$ cat config.mk
export PLATFORM = sky130hd
export DESIGN_NAME = uart_irq_unit
export DESIGN_NICKNAME = d
export VERILOG_FILES = /design/src/rtl/uart_irq_pkg.sv /design/src/rtl/uart_irq_live.sv /design/src/rtl/uart_irq_sticky.sv /design/src/rtl/uart_irq_regs.sv /design/src/rtl/uart_irq_unit.sv
export SDC_FILE = /design/constraint.sdc
export NUM_CORES = 1
export LEC_CHECK = 0
export CAP_MARGIN = 20
export CORE_ASPECT_RATIO = 1.75
export CORE_MARGIN = 2
export CORE_UTILIZATION = 37
export CTS_CLUSTER_DIAMETER = 50
export DETAILED_ROUTE_END_ITERATION = 12
export GPL_TIMING_DRIVEN = 0
export PLACE_DENSITY = 0.7
export SLEW_MARGIN = 15
export SYNTH_ARGS = -nofsm -noshare
export SYNTH_HDL_FRONTEND = slang
export SYNTH_HIERARCHICAL = 1
export SYNTH_SLANG_ARGS = --single-unit
$ cat constraint.sdc
create_clock -name clk -period 2.4 [get_ports clk]
set_input_delay 0.6 -clock clk [delete_from_list [all_inputs] [get_ports clk]]
set_output_delay 0.6 -clock clk [all_outputs]
set_load 0.02 [all_outputs]
$ cat src/rtl/uart_irq_pkg.sv
package uart_irq_pkg;
  localparam int LIVE_W   = 14;
  localparam int STICKY_W = 13;
  localparam int NUM_EV   = 6;

  localparam int L_RX_TRIG  = 0;
  localparam int L_RX_EMPTY = 1;
  localparam int L_RX_FULL  = 2;
  localparam int L_TX_EMPTY = 3;
  localparam int L_TX_FULL  = 4;
  localparam int L_TX_TRIG  = 13;
  localparam int S_TX_TRIG  = 10;
  localparam int N_MIRROR   = 5;

  localparam logic [STICKY_W-1:0] STICKY_IMPL = 13'h17FF;

  localparam logic [7:0] OFS_ENABLE  = 8'h08;
  localparam logic [7:0] OFS_DISABLE = 8'h0C;
  localparam logic [7:0] OFS_MASK    = 8'h10;
  localparam logic [7:0] OFS_STICKY  = 8'h14;
  localparam logic [7:0] OFS_RX_TRIG = 8'h20;
  localparam logic [7:0] OFS_LIVE    = 8'h2C;
  localparam logic [7:0] OFS_TX_TRIG = 8'h44;

  // event index: 0 rx overrun, 1 framing, 2 parity, 3 timeout, 4 modem, 5 tx overrun
  function automatic int ev_pos(input int idx);
    case (idx)
      0: return 5;
      1: return 6;
      2: return 7;
      3: return 8;
      4: return 9;
      default: return 12;
    endcase
  endfunction
endpackage

$ cat src/rtl/uart_irq_live.sv
module uart_irq_live
  import uart_irq_pkg::*;
#(
  parameter int CNT_W    = 7,
  parameter int RX_DEPTH = 64,
  parameter int TX_DEPTH = 64
) (
  input  logic              clk,
  input  logic              rst_n,
  input  logic [CNT_W-1:0]  rx_count,
  input  logic [CNT_W-1:0]  tx_count,
  input  logic [CNT_W-1:0]  rx_trig,
  input  logic [CNT_W-1:0]  tx_trig,
  output logic [LIVE_W-1:0] live_q
);
  localparam logic [CNT_W-1:0] RX_FULL_CNT = CNT_W'(RX_DEPTH);
  localparam logic [CNT_W-1:0] TX_FULL_CNT = CNT_W'(TX_DEPTH);

  logic [LIVE_W-1:0] live_d;

  always_comb begin
    live_d             = '0;
    live_d[L_RX_TRIG]  = (rx_count >= rx_trig);
    live_d[L_RX_EMPTY] = (rx_count == '0);
    live_d[L_RX_FULL]  = (rx_count == RX_FULL_CNT);
    live_d[L_TX_EMPTY] = (tx_count == '0);
    live_d[L_TX_FULL]  = (tx_count == TX_FULL_CNT);
    live_d[L_TX_TRIG]  = (tx_count >= tx_trig);
  end

  always_ff @(posedge clk or negedge rst_n) begin
    if (!rst_n) live_q <= '0;
    else        live_q <= live_d;
  end
endmodule

$ cat src/rtl/uart_irq_sticky.sv
module uart_irq_sticky
  import uart_irq_pkg::*;
(
  input  logic                clk,
  input  logic                rst_n,
  input  logic [LIVE_W-1:0]   live_q,
  input  logic [NUM_EV-1:0]   ev,
  input  logic [STICKY_W-1:0] clr_bits,
  output logic [STICKY_W-1:0] sticky_q
);
  logic [STICKY_W-1:0] set_vec;
  logic [STICKY_W-1:0] sticky_d;
  logic                sticky_en;
  logic                unused_live;

  assign unused_live = ^live_q[L_TX_TRIG-1:N_MIRROR];

  always_comb begin
    set_vec = '0;
    for (int i = 0; i < N_MIRROR; i++) set_vec[i] = live_q[i];
    set_vec[S_TX_TRIG] = live_q[L_TX_TRIG];
    for (int i = 0; i < NUM_EV; i++) set_vec[ev_pos(i)] = ev[i];
  end

  always_comb begin
    sticky_en = (|clr_bits) | (|(set_vec & ~sticky_q));
    sticky_d  = ((sticky_q & ~clr_bits) | set_vec) & STICKY_IMPL;
  end

  always_ff @(posedge clk or negedge rst_n) begin
    if (!rst_n)         sticky_q <= '0;
    else if (sticky_en) sticky_q <= sticky_d;
  end
endmodule

$ cat src/rtl/uart_irq_regs.sv
module uart_irq_regs
  import uart_irq_pkg::*;
#(
  parameter int ADDR_W   = 8,
  parameter int DATA_W   = 32,
  parameter int TRIG_W   = 7,
  parameter int TRIG_RST = 32
) (
  input  logic                clk,
  input  logic                rst_n,
  input  logic                bus_sel,
  input  logic                bus_wr,
  input  logic [ADDR_W-1:0]   bus_addr,
  input  logic [DATA_W-1:0]   bus_wdata,
  input  logic [LIVE_W-1:0]   live_q,
  input  logic [STICKY_W-1:0] sticky_q,
  output logic [DATA_W-1:0]   bus_rdata,
  output logic [STICKY_W-1:0] mask_q,
  output logic [STICKY_W-1:0] clr_bits,
  output logic [TRIG_W-1:0]   rx_trig_q,
  output logic [TRIG_W-1:0]   tx_trig_q
);
  localparam int N_TRIG = 2;

  logic                     wr_go;
  logic                     hit_en, hit_dis, hit_sticky;
  logic                     mask_en;
  logic [STICKY_W-1:0]      mask_d;
  logic [N_TRIG*TRIG_W-1:0] trig_all;
  logic                     unused_wdata;

  assign unused_wdata = ^bus_wdata[DATA_W-1:STICKY_W];

  always_comb begin
    wr_go      = bus_sel & bus_wr;
    hit_en     = (bus_addr == ADDR_W'(OFS_ENABLE));
    hit_dis    = (bus_addr == ADDR_W'(OFS_DISABLE));
    hit_sticky = (bus_addr == ADDR_W'(OFS_STICKY));
  end

  always_comb begin
    mask_en = wr_go & (hit_en | hit_dis);
    mask_d  = mask_q;
    if (hit_en)       mask_d = mask_q | (bus_wdata[STICKY_W-1:0] & STICKY_IMPL);
    else if (hit_dis) mask_d = mask_q & ~bus_wdata[STICKY_W-1:0];
  end

  always_ff @(posedge clk or negedge rst_n) begin
    if (!rst_n)       mask_q <= '0;
    else if (mask_en) mask_q <= mask_d;
  end

  assign clr_bits = (wr_go & hit_sticky) ? bus_wdata[STICKY_W-1:0] : '0;

  for (genvar g = 0; g < N_TRIG; g++) begin : g_trig
    localparam logic [7:0] T_OFS = (g == 0) ? OFS_RX_TRIG : OFS_TX_TRIG;
    logic              t_en;
    logic [TRIG_W-1:0] t_d;
    logic [TRIG_W-1:0] t_q;

    always_comb begin
      t_en = wr_go & (bus_addr == ADDR_W'(T_OFS));
      t_d  = bus_wdata[TRIG_W-1:0];
    end

    always_ff @(posedge clk or negedge rst_n) begin
      if (!rst_n)    t_q <= TRIG_W'(TRIG_RST);
      else if (t_en) t_q <= t_d;
    end

    assign trig_all[g*TRIG_W +: TRIG_W] = t_q;
  end

  assign rx_trig_q = trig_all[0 +: TRIG_W];
  assign tx_trig_q = trig_all[TRIG_W +: TRIG_W];

  always_comb begin
    bus_rdata = '0;
    if (bus_sel) begin
      if (bus_addr == ADDR_W'(OFS_MASK))         bus_rdata = DATA_W'(mask_q);
      else if (bus_addr == ADDR_W'(OFS_STICKY))  bus_rdata = DATA_W'(sticky_q);
      else if (bus_addr == ADDR_W'(OFS_LIVE))    bus_rdata = DATA_W'(live_q);
      else if (bus_addr == ADDR_W'(OFS_RX_TRIG)) bus_rdata = DATA_W'(rx_trig_q);
      else if (bus_addr == ADDR_W'(OFS_TX_TRIG)) bus_rdata = DATA_W'(tx_trig_q);
    end
  end
endmodule

$ cat src/rtl/uart_irq_unit.sv
module uart_irq_unit
  import uart_irq_pkg::*;
#(
  parameter int CNT_W    = 7,
  parameter int RX_DEPTH = 64,
  parameter int TX_DEPTH = 64,
  parameter int ADDR_W   = 8,
  parameter int DATA_W   = 32,
  parameter int TRIG_RST = 32
) (
  input  logic              clk,
  input  logic              rst_n,
  input  logic [CNT_W-1:0]  rx_count,
  input  logic [CNT_W-1:0]  tx_count,
  input  logic              ev_rx_overrun,
  input  logic              ev_frame_err,
  input  logic              ev_parity_err,
  input  logic              ev_rx_timeout,
  input  logic              ev_modem,
  input  logic              ev_tx_overrun,
  input  logic              bus_sel,
  input  logic              bus_wr,
  input  logic [ADDR_W-1:0] bus_addr,
  input  logic [DATA_W-1:0] bus_wdata,
  output logic [DATA_W-1:0] bus_rdata,
  output logic              irq
);
  localparam int TRIG_W = CNT_W;

  logic [1:0]          rst_pipe;
  logic                rst_n_sync;
  logic [LIVE_W-1:0]   live_q;
  logic [STICKY_W-1:0] sticky_q;
  logic [STICKY_W-1:0] mask_q;
  logic [STICKY_W-1:0] clr_bits;
  logic [TRIG_W-1:0]   rx_trig_q;
  logic [TRIG_W-1:0]   tx_trig_q;
  logic [NUM_EV-1:0]   ev_vec;

  always_ff @(posedge clk or negedge rst_n) begin
    if (!rst_n) rst_pipe <= '0;
    else        rst_pipe <= {rst_pipe[0], 1'b1};
  end
  assign rst_n_sync = rst_pipe[1];

  assign ev_vec = {ev_tx_overrun, ev_modem, ev_rx_timeout,
                   ev_parity_err, ev_frame_err, ev_rx_overrun};

  uart_irq_live #(
    .CNT_W(CNT_W), .RX_DEPTH(RX_DEPTH), .TX_DEPTH(TX_DEPTH)
  ) live_i (
    .clk(clk), .rst_n(rst_n_sync),
    .rx_count(rx_count), .tx_count(tx_count),
    .rx_trig(rx_trig_q), .tx_trig(tx_trig_q),
    .live_q(live_q)
  );

  uart_irq_sticky sticky_i (
    .clk(clk), .rst_n(rst_n_sync),
    .live_q(live_q), .ev(ev_vec), .clr_bits(clr_bits),
    .sticky_q(sticky_q)
  );

  uart_irq_regs #(
    .ADDR_W(ADDR_W), .DATA_W(DATA_W), .TRIG_W(TRIG_W), .TRIG_RST(TRIG_RST)
  ) regs_i (
    .clk(clk), .rst_n(rst_n_sync),
    .bus_sel(bus_sel), .bus_wr(bus_wr), .bus_addr(bus_addr), .bus_wdata(bus_wdata),
    .live_q(live_q), .sticky_q(sticky_q),
    .bus_rdata(bus_rdata), .mask_q(mask_q), .clr_bits(clr_bits),
    .rx_trig_q(rx_trig_q), .tx_trig_q(tx_trig_q)
  );

  assign irq = |(mask_q & sticky_q);
endmodule

-- Word level (Yosys, flattened, before mapping)
Cells that the tools add are included.
- divide/modulo/power cells: 0
- mux-type cells: 9
- equal/unequal tests: 9
- reduce and logical (&&, ||, !) cells: 7
- bitwise logic cells: 16
- multiply operators: 0
- add/sub/neg operators: 0
- $lt $le $gt $ge: 2
- shift operators: 0
- operators with widths (operator ; count):
    $mux W32 ; 5
    $and A13 B13 Y13 ; 4
    $mux W13 ; 3
    $not A13 Y13 ; 3
    $reduce_or A13 Y1 ; 3
    $or A13 B13 Y13 ; 2
    $eq A8 B4 Y1 const B ; 2
    $eq A8 B5 Y1 const B ; 2
    $eq A8 B6 Y1 const B ; 2
    $eq A7 B7 Y1 const B ; 2
    $ge A7 B7 Y1 ; 2
    $logic_not A7 Y1 ; 2
    $eq A8 B7 Y1 const B ; 1
    $mux W7 ; 1
    $and A1 B1 Y1 ; 5
    $or A1 B1 Y1 ; 2
    $reduce_and A2 Y1 ; 1
    $reduce_bool A2 Y1 ; 1
- flip-flop bits (word level): 47
- word-level logic and storage cells: 49
- input bits: 64
- memory bits (writable): 0
- memories: 0
- bits in latches: 0
- bits in read-only memories: 0

-- Logic depth before layout (Yosys ltp)
Gate-level depths: netlist of run 1.
- depth after elaboration: 7
- mapped depth: 8

-- By module
The synthesis of run 1 kept the hierarchy.
- by module, submodules not included (module ; sequential area each (um2) ; times used ; area each (um2) ; cells an instance):
    uart_irq_regs ; 678.2 ; 1 ; 1988.2 ; 220
    uart_irq_live ; 150.1 ; 1 ; 625.6 ; 70
    uart_irq_sticky ; 300.3 ; 1 ; 446.7 ; 38
    uart_irq_unit ; 50.0 ; 1 ; 115.1 ; 11

-- Worst setup path before layout of run 1
No wires, ideal clock.
- kind: input port to output port
- start point: in bus_addr[5]
- end point: out bus_rdata[10]
- data arrival time: 1.816 ns
- stages: 5
- data required time: 1.800 ns
- setup slack: -0.016 ns
- cell sequence: nor4b_4 -> and2_0 -> buf_2 -> a22oi_1 -> a21oi_1
- cells in the longest elaborated chain, start to end: 5
- elaborated cells on any way between the ends: 7
- those cells by class: eq/ne: 3; mux: 4
- ends and longest elaborated chain (what ; RTL line ; text):
    start, declared ; uart_irq_unit.sv:23 ; input logic [ADDR_W-1:0] bus_addr,
    $eq A8 B6 Y1 ; uart_irq_regs.sv:82 ; else if (bus_addr == ADDR_W'(OFS_LIVE)) bus_rdata = DATA_W'(live_q);
    $mux W32 ; uart_irq_regs.sv:82 ;
    $mux W32 ; uart_irq_regs.sv:81 ; else if (bus_addr == ADDR_W'(OFS_STICKY)) bus_rdata = DATA_W'(sticky_q);
    $mux W32 (*) ; uart_irq_regs.sv:80 ; if (bus_addr == ADDR_W'(OFS_MASK)) bus_rdata = DATA_W'(mask_q);
    $mux W32 (*) ; uart_irq_regs.sv:79 ; if (bus_sel) begin
    end, declared ; uart_irq_unit.sv:25 ; output logic [DATA_W-1:0] bus_rdata,
Mark *: on every way between the ends. The rest lies on a longest branch, timed or not.

-- Worst setup path after layout of run 1
- start point: in bus_addr[0]
- end point: out bus_rdata[0]
- cells in the longest elaborated chain, start to end: 7
- elaborated cells on any way between the ends: 11
- those cells by class: eq/ne: 5; mux: 6
- ends and longest elaborated chain (what ; RTL line ; text):
    $eq A8 B7 Y1 ; uart_irq_regs.sv:84 ; else if (bus_addr == ADDR_W'(OFS_TX_TRIG)) bus_rdata = DATA_W'(tx_trig_q);
    $mux W7 ; uart_irq_regs.sv:84 ;
    $mux W32 ; uart_irq_regs.sv:83 ; else if (bus_addr == ADDR_W'(OFS_RX_TRIG)) bus_rdata = DATA_W'(rx_trig_q);
    $mux W32 ; uart_irq_regs.sv:82 ;
    $mux W32 ; uart_irq_regs.sv:81 ;
    $mux W32 (*) ; uart_irq_regs.sv:80 ;
    $mux W32 (*) ; uart_irq_regs.sv:79 ;
Marks and branches as above.

==> results_tabular.tex, run 1 <==
\begin{tabular}{lr}
\hline
Metric & Value \\
\hline
\multicolumn{2}{l}{\textbf{Status}} \\
Outcome & finished, violations left \\
Violated checks & negative setup slack \\
\multicolumn{2}{l}{\textbf{Routing}} \\
Residual DRC count & 0 \\
Violation count after the first detailed-routing iteration & 169 \\
Vias post-DR & 2864 \\
Vias per cell & 5.05 \\
Wirelength per Cell & 16.6 um \\
Number of iterations in the first detailed-routing pass & 5 \\
Antenna-violating nets left & 0 \\
Routed Wire Length & 9.40 mm \\
\multicolumn{2}{l}{\textbf{GRT}} \\
Vias in the first global route & 3005 \\
Initial antenna violation count & 0 \\
Wire length of the first global-routing pass & 14.9 mm \\
All-Layer GR Usage & 21.0\% \\
Aggregate global routing overflow & 0 \\
Largest net degree at the start of global routing & 31 \\
\multicolumn{2}{l}{\textbf{Timing}} \\
Final count of hold timing violations & 0 \\
Setup repair after global routing missed its margin & true \\
Setup total negative slack & -1.24 ns \\
Time the final worst path needs with I/O delays and setup & 2.60 ns \\
Transition time at the pin with the least slew margin & 0.536 ns \\
Post-Route Skew & 0.00433 ns \\
Share of the cycle needed by the critical path after routing & 108\% \\
Setup-failing EPs final & 14 \\
Slew Limit Headroom & 64.3\% \\
Final critical-path setup slack & -0.198 ns \\
Max Clk Rate & 385 MHz \\
Max Slew Vio Count & 0 \\
Final hold slack & 0.185 ns \\
\multicolumn{2}{l}{\textbf{Yosys}} \\
Average instance area after synthesis & 9.38 um\^{}2 \\
Number of warnings reported in the yosys synthesis log & 6 \\
Mapped Cells & between 300 and 400 \\
Post-synthesis instance area & 3170 um\^{}2 \\
\multicolumn{2}{l}{\textbf{Pwr}} \\
Static leakage power & 2.19 nW \\
Power after layout & around 1.9 mW \\
Pwr dens & 406 nW/um\^{}2 \\
Worst voltage drop across the vdd grid & around 0.35 mV \\
\multicolumn{2}{l}{\textbf{Finish}} \\
Number of diodes & 0 \\
Number of standard cells in the layout, taps in and fillers out & 567 \\
Final layout net count & 529 \\
Utilization of the core after routing & 55.7\% \\
Ratio of cells with drive above 1 in the final layout & 33.2\% \\
Post-route cell area & 4630 um\^{}2 \\
Synth-to-layout area growth & 46.2\% \\
\multicolumn{2}{l}{\textbf{Setup path}} \\
Nature of the critical path startpoint & input pin \\
Type of element capturing the critical path & output port \\
Critical path data required time & 1.80 ns \\
WS Path Type & in2out \\
Crit Path Max Fanout & 7 \\
Arrival @ worst endpoint & around 2 ns \\
\multicolumn{2}{l}{\textbf{Placed design}} \\
Instance count after placement with tap cells included & between 500 and 600 \\
Estimated wirelength of the detail-placed design & just under 7 mm \\
Placed cell areas & roughly 4000 um\^{}2 \\
\# port buffers & 59 \\
Final estimated routing congestion in global placement & about 0.9 \\
Pre-CTS worst setup slack & -1.38 ns \\
\multicolumn{2}{l}{\textbf{CTS}} \\
Root buffer cell & clkbuf\_16 \\
CTS tree & done \\
Number of buffers inserted during clock tree synthesis & 5 \\
Worst-case clock buffer depth & 2 \\
Clock sink count & 47 \\
Latest clock arrival within the worst-skew pair & 0.29 ns \\
Number of levels the H-tree was split into & 2 \\
CTS clk-pin slew, worst paths & 0.06 ns \\
\multicolumn{2}{l}{\textbf{Floorplanning}} \\
Die footprint & 9350 um\^{}2 \\
Die span in x & 74.0 um \\
I/O pin count & 97 \\
Initial Utilization & 38.1\% \\
Floorplan row count & 44 \\
Core Region & 8310 um\^{}2 \\
Chip Height & between 100 and 150 um \\
\multicolumn{2}{l}{\textbf{Job}} \\
Total of max-cap violations & 0 \\
\multicolumn{2}{l}{\textbf{Worst hold path}} \\
Type of the worst min-delay path & reg2async \\
\hline
\end{tabular}
-- layout make-up --
type / count / area [um^2]
Fill cell: 731 / 3680
Timing Repair Buffer: 83 / 830
Clock buffer: 6 / 129
Buffer: 37 / 290
Inverter: 40 / 150
Tap cell: 115 / 144
Sequential cell: 47 / 1180
Multi-Input combinational cell: 237 / 1900
Clock inverter: 2 / 12.5
-- per-layer routing --
metal  GRT usage [%]  routed length [um]  part of all wire (%)
met1            21.2                3250                    35
met2            38.6                5290                    56
met3            3.65                 466                   5.0
met4            12.0                 388                   4.1
met5               0                   0                     0
-- critical path, stage by stage --
cell	delay (ns)
buf_12	0.11
or3b_4	0.40
nor3_4	0.32
o21ai_1	0.14
a41o_1	0.29
buf_6	0.13
-- what timing repair did --
action / in CTS / in global routing
setup endpoints to repair: 37 / 14
gates resized for setup: 178 / 31
pin swaps: 26 / 11
hold buffers: 0 / 0
cloned: 1 / 1
buffers inserted: 17 / 4
-- layout by cell type (no fill, tap or decap), types with 11 or more instances in the layout --
cell type	count
clkdlybuf4s50_1	35
inv_1	40
buf_4	55
nor2_1	20
mux2_2	14
dfrtp_1	44
a22oi_1	11
nand2_1	18
ha_1	14
mux2i_1	12
conb_1	28
buf_6	13
a21o_1	13
and2_1	12
-- path summary, 6_finish.rpt --
| path | slack, ns | start | end | depth (start not counted) |
|---|---|---|---|---|
| max in group asynchronous | 1.66 | rst_pipe[1] | regs_i/tx_trig_q[5] | 1 |
| hold / removal | 0.18 | rst_pipe[1] | live_i/live_q[4] | 0 |
| setup / recovery | -0.20 | bus_addr[0] | bus_rdata[0] | 6 |
| min in group clk | 0.36 | rst_pipe[0] | rst_pipe[1] | 0 |
| setup reg to reg | 0.95 | regs_i/rx_trig_q[5] | live_i/live_q[0] | 6 |
| hold reg to reg | 0.18 | rst_pipe[1] | live_i/live_q[4] | 0 |
-- where the power goes --
| part | internal [mW] | leakage, nW | switching, mW |
|---|---|---|---|
| combinational | 0.175 | 1.60 | 0.163 |
| sequential | 0.823 | 0.523 | 0.0364 |
| clock | 0.385 | 0.0669 | 0.297 |
No activity file was read; power rests on OpenSTA's default activity.
==> run 2: changes to the inputs <==
- TNS_END_PERCENT: not set -> 5
==> results_tabular.tex, run 2 (synthesis gave the netlist of run 1 again) <==
\begin{tabular}{lr}
\hline
Metric & Value \\
\hline
\multicolumn{2}{l}{\textbf{Placed design}} \\
Final estimated routing congestion in global placement & 0.864 (-1.3\%) \\
\# port buffers & 59 (unchanged) \\
Estimated wirelength of the detail-placed design & 6.94 mm (about the same) \\
\multicolumn{2}{l}{\textbf{Timing}} \\
Setup-failing EPs final & 13 (-1) \\
Final hold slack & 0.268 ns (+0.0835 ns) \\
Time the final worst path needs with I/O delays and setup & 2.56 ns (-0.0350 ns) \\
Slew Limit Headroom & 61.9\% (-2.4 points) \\
Max Clk Rate & 390 MHz (+1.4\%) \\
Post-Route Skew & 0.00649 ns (+0.00216 ns) \\
Final critical-path setup slack & -0.163 ns (+0.0350 ns) \\
Setup total negative slack & -1.34 ns (-0.107 ns) \\
Share of the cycle needed by the critical path after routing & 107\% (-1.5 points) \\
Max Slew Vio Count & 0 (unchanged) \\
Final count of hold timing violations & 0 (unchanged) \\
Setup repair after global routing missed its margin & true \\
Transition time at the pin with the least slew margin & 0.572 ns (+0.0362 ns) \\
\multicolumn{2}{l}{\textbf{Setup path}} \\
Critical path data required time & 1.80 ns (about the same) \\
Type of element capturing the critical path & output port \\
Crit Path Max Fanout & 5 (-2) \\
Worst r2r dst & live\_i/live\_q[0] \\
FF-to-FF setup slack & 0.97 ns (+0.02 ns) \\
WS Path Type & in2out \\
Worst setup path start & bus\_addr[4] \\
Nature of the critical path startpoint & input pin \\
Critical path capture point & bus\_rdata[2] \\
Arrival @ worst endpoint & 1.96 ns (-0.04 ns) \\
Worst reg2reg startpoint & regs\_i/rx\_trig\_q[5] \\
R2R cell count & 6 (unchanged) \\
\multicolumn{2}{l}{\textbf{Routing}} \\
Vias per cell & 5.04 (-0.17\%) \\
Wirelength per Cell & 16.0 um (-3.2\%) \\
Residual DRC count & 0 (unchanged) \\
Routed Wire Length & 9.03 mm (-3.9\%) \\
Violation count after the first detailed-routing iteration & 169 (unchanged) \\
Antenna-violating nets left & 0 (unchanged) \\
Number of iterations in the first detailed-routing pass & 4 (-1) \\
Vias post-DR & 2839 (-0.87\%) \\
\multicolumn{2}{l}{\textbf{Pwr}} \\
Worst voltage drop across the vdd grid & 0.441 mV (+26\%) \\
Power after layout & 1.86 mW (-1.1\%) \\
Static leakage power & 2.14 nW (-2.1\%) \\
Pwr dens & 414 nW/um\^{}2 (+2.1\%) \\
\multicolumn{2}{l}{\textbf{Floorplanning}} \\
Initial Utilization & 38.1\% (unchanged) \\
Die footprint & 9350 um\^{}2 (unchanged) \\
I/O pin count & 97 (unchanged) \\
Die span in x & 74.0 um (unchanged) \\
Chip Height & 126 um (unchanged) \\
Floorplan row count & 44 (unchanged) \\
Core Region & 8310 um\^{}2 (unchanged) \\
\multicolumn{2}{l}{\textbf{CTS}} \\
CTS clk-pin slew, worst paths & 0.06 ns (about the same) \\
Latest clock arrival within the worst-skew pair & 0.30 ns (about the same) \\
Clock sink count & 47 (unchanged) \\
Number of levels the H-tree was split into & 2 (unchanged) \\
Worst-case clock buffer depth & 2 (unchanged) \\
CTS tree & done \\
Hold buffer count at CTS & 0 (unchanged) \\
Root buffer cell & clkbuf\_16 \\
Number of buffers inserted during clock tree synthesis & 5 (unchanged) \\
\multicolumn{2}{l}{\textbf{GRT}} \\
All-Layer GR Usage & 20.3\% (-0.67 points) \\
Wire length of the first global-routing pass & 14.3 mm (-4.5\%) \\
Initial antenna violation count & 0 (unchanged) \\
Aggregate global routing overflow & 0 (unchanged) \\
Vias in the first global route & 2905 (-3.3\%) \\
Largest net degree at the start of global routing & 25 (-19\%) \\
\multicolumn{2}{l}{\textbf{Finish}} \\
Number of diodes & 0 (unchanged) \\
Number of filler instances in the final layout & 743 (+1.6\%) \\
Most common cell after layout, fill and taps aside & buf\_4 \\
Ratio of cells with drive above 1 in the final layout & 30.6\% (-2.6 points) \\
Final layout net count & 525 (-0.76\%) \\
Synth-to-layout area growth & 41.7\% \\
Register area & 1180 um\^{}2 (unchanged) \\
Commonest cells after routing, fill and taps aside & 49 x buf\_4, 44 x dfrtp\_1, 40 x inv\_1 \\
Total area of multi-input combinational cells & 1820 um\^{}2 (-4.1\%) \\
Utilization of the core after routing & 54.0\% (-1.7 points) \\
\multicolumn{2}{l}{\textbf{Status}} \\
Violated checks & negative setup slack \\
Outcome & finished, violations left \\
\multicolumn{2}{l}{\textbf{Worst hold path}} \\
Type of the worst min-delay path & reg2async \\
\multicolumn{2}{l}{\textbf{Job}} \\
Total of max-cap violations & 0 (unchanged) \\
\hline
\end{tabular}
-- run 2: where the power goes --
part           total (mW)  switching (mW)  internal (mW)
sequential          0.860          0.0368          0.823
combinational       0.323           0.154          0.169
clock               0.677           0.293          0.384
-- run 2: timing repair --
item | 4_1_cts | 5_1_grt
endpoints found under the setup margin | 33 | 14
pin swaps | 15 | 17
endpoints found under the hold margin | 0 | 0
gates resized for setup | 160 | 31
gates cloned | 2 | 1
setup buffers | 13 | 2
-- run 2: worst min-delay path by stage --
stage          cells after the start                   to        start  slack [ns]
6_report                           0  regs_i/tx_trig_q[6]  rst_pipe[1]        0.27
2_1_floorplan                      0          rst_pipe[0]        rst_n        0.30
4_1_cts                            0  regs_i/tx_trig_q[6]  rst_pipe[1]        0.29
5_1_grt                            0  regs_i/tx_trig_q[6]  rst_pipe[1]        0.33
3_3_place_gp                       0          rst_pipe[1]  rst_pipe[0]        0.34
3_5_place_dp                       0  regs_i/tx_trig_q[6]  rst_pipe[1]        0.28
-- run 2: critical path: stages --
cell,delay [ns]
buf_2,0.14
or4b_4,0.57
buf_6,0.16
o2bb2ai_2,0.14
a41o_1,0.22
buf_6,0.13
-- run 2: layout make-up --
type	instances	area share [%]
buffer	38	6.60
clock buffer	6	2.87
clock inverter	2	0.279
inverter	40	3.34
multi-input combinational	237	40.5
sequential	47	26.3
tap	115	3.20
timing repair buffer	78	16.9
-- run 2: metrics by stage --
stage / instances / instance area (um^2) / setup slack (ns)
3_3_place_gp: 536 / 4000 / -1.43
2_1_floorplan: 362 / 3260 / -0.0162
5_1_grt: 563 / 4490 / -0.217
6_report: 563 / 4490 / -0.163
4_1_cts: 560 / 4360 / -0.163
3_5_place_dp: 537 / 4030 / -1.45
-- run 2: metal layers --
layer  wire length (um)  part of all wire, %  global-route usage, %  up-vias
li1                   -                    -                      -     1343
met1               3010                   33                   20.3     1343
met2               5140                   57                   38.0      118
met3                478                  5.3                   3.10       35
met4                400                  4.4                   11.1        0
met5                  0                    0                      0        -
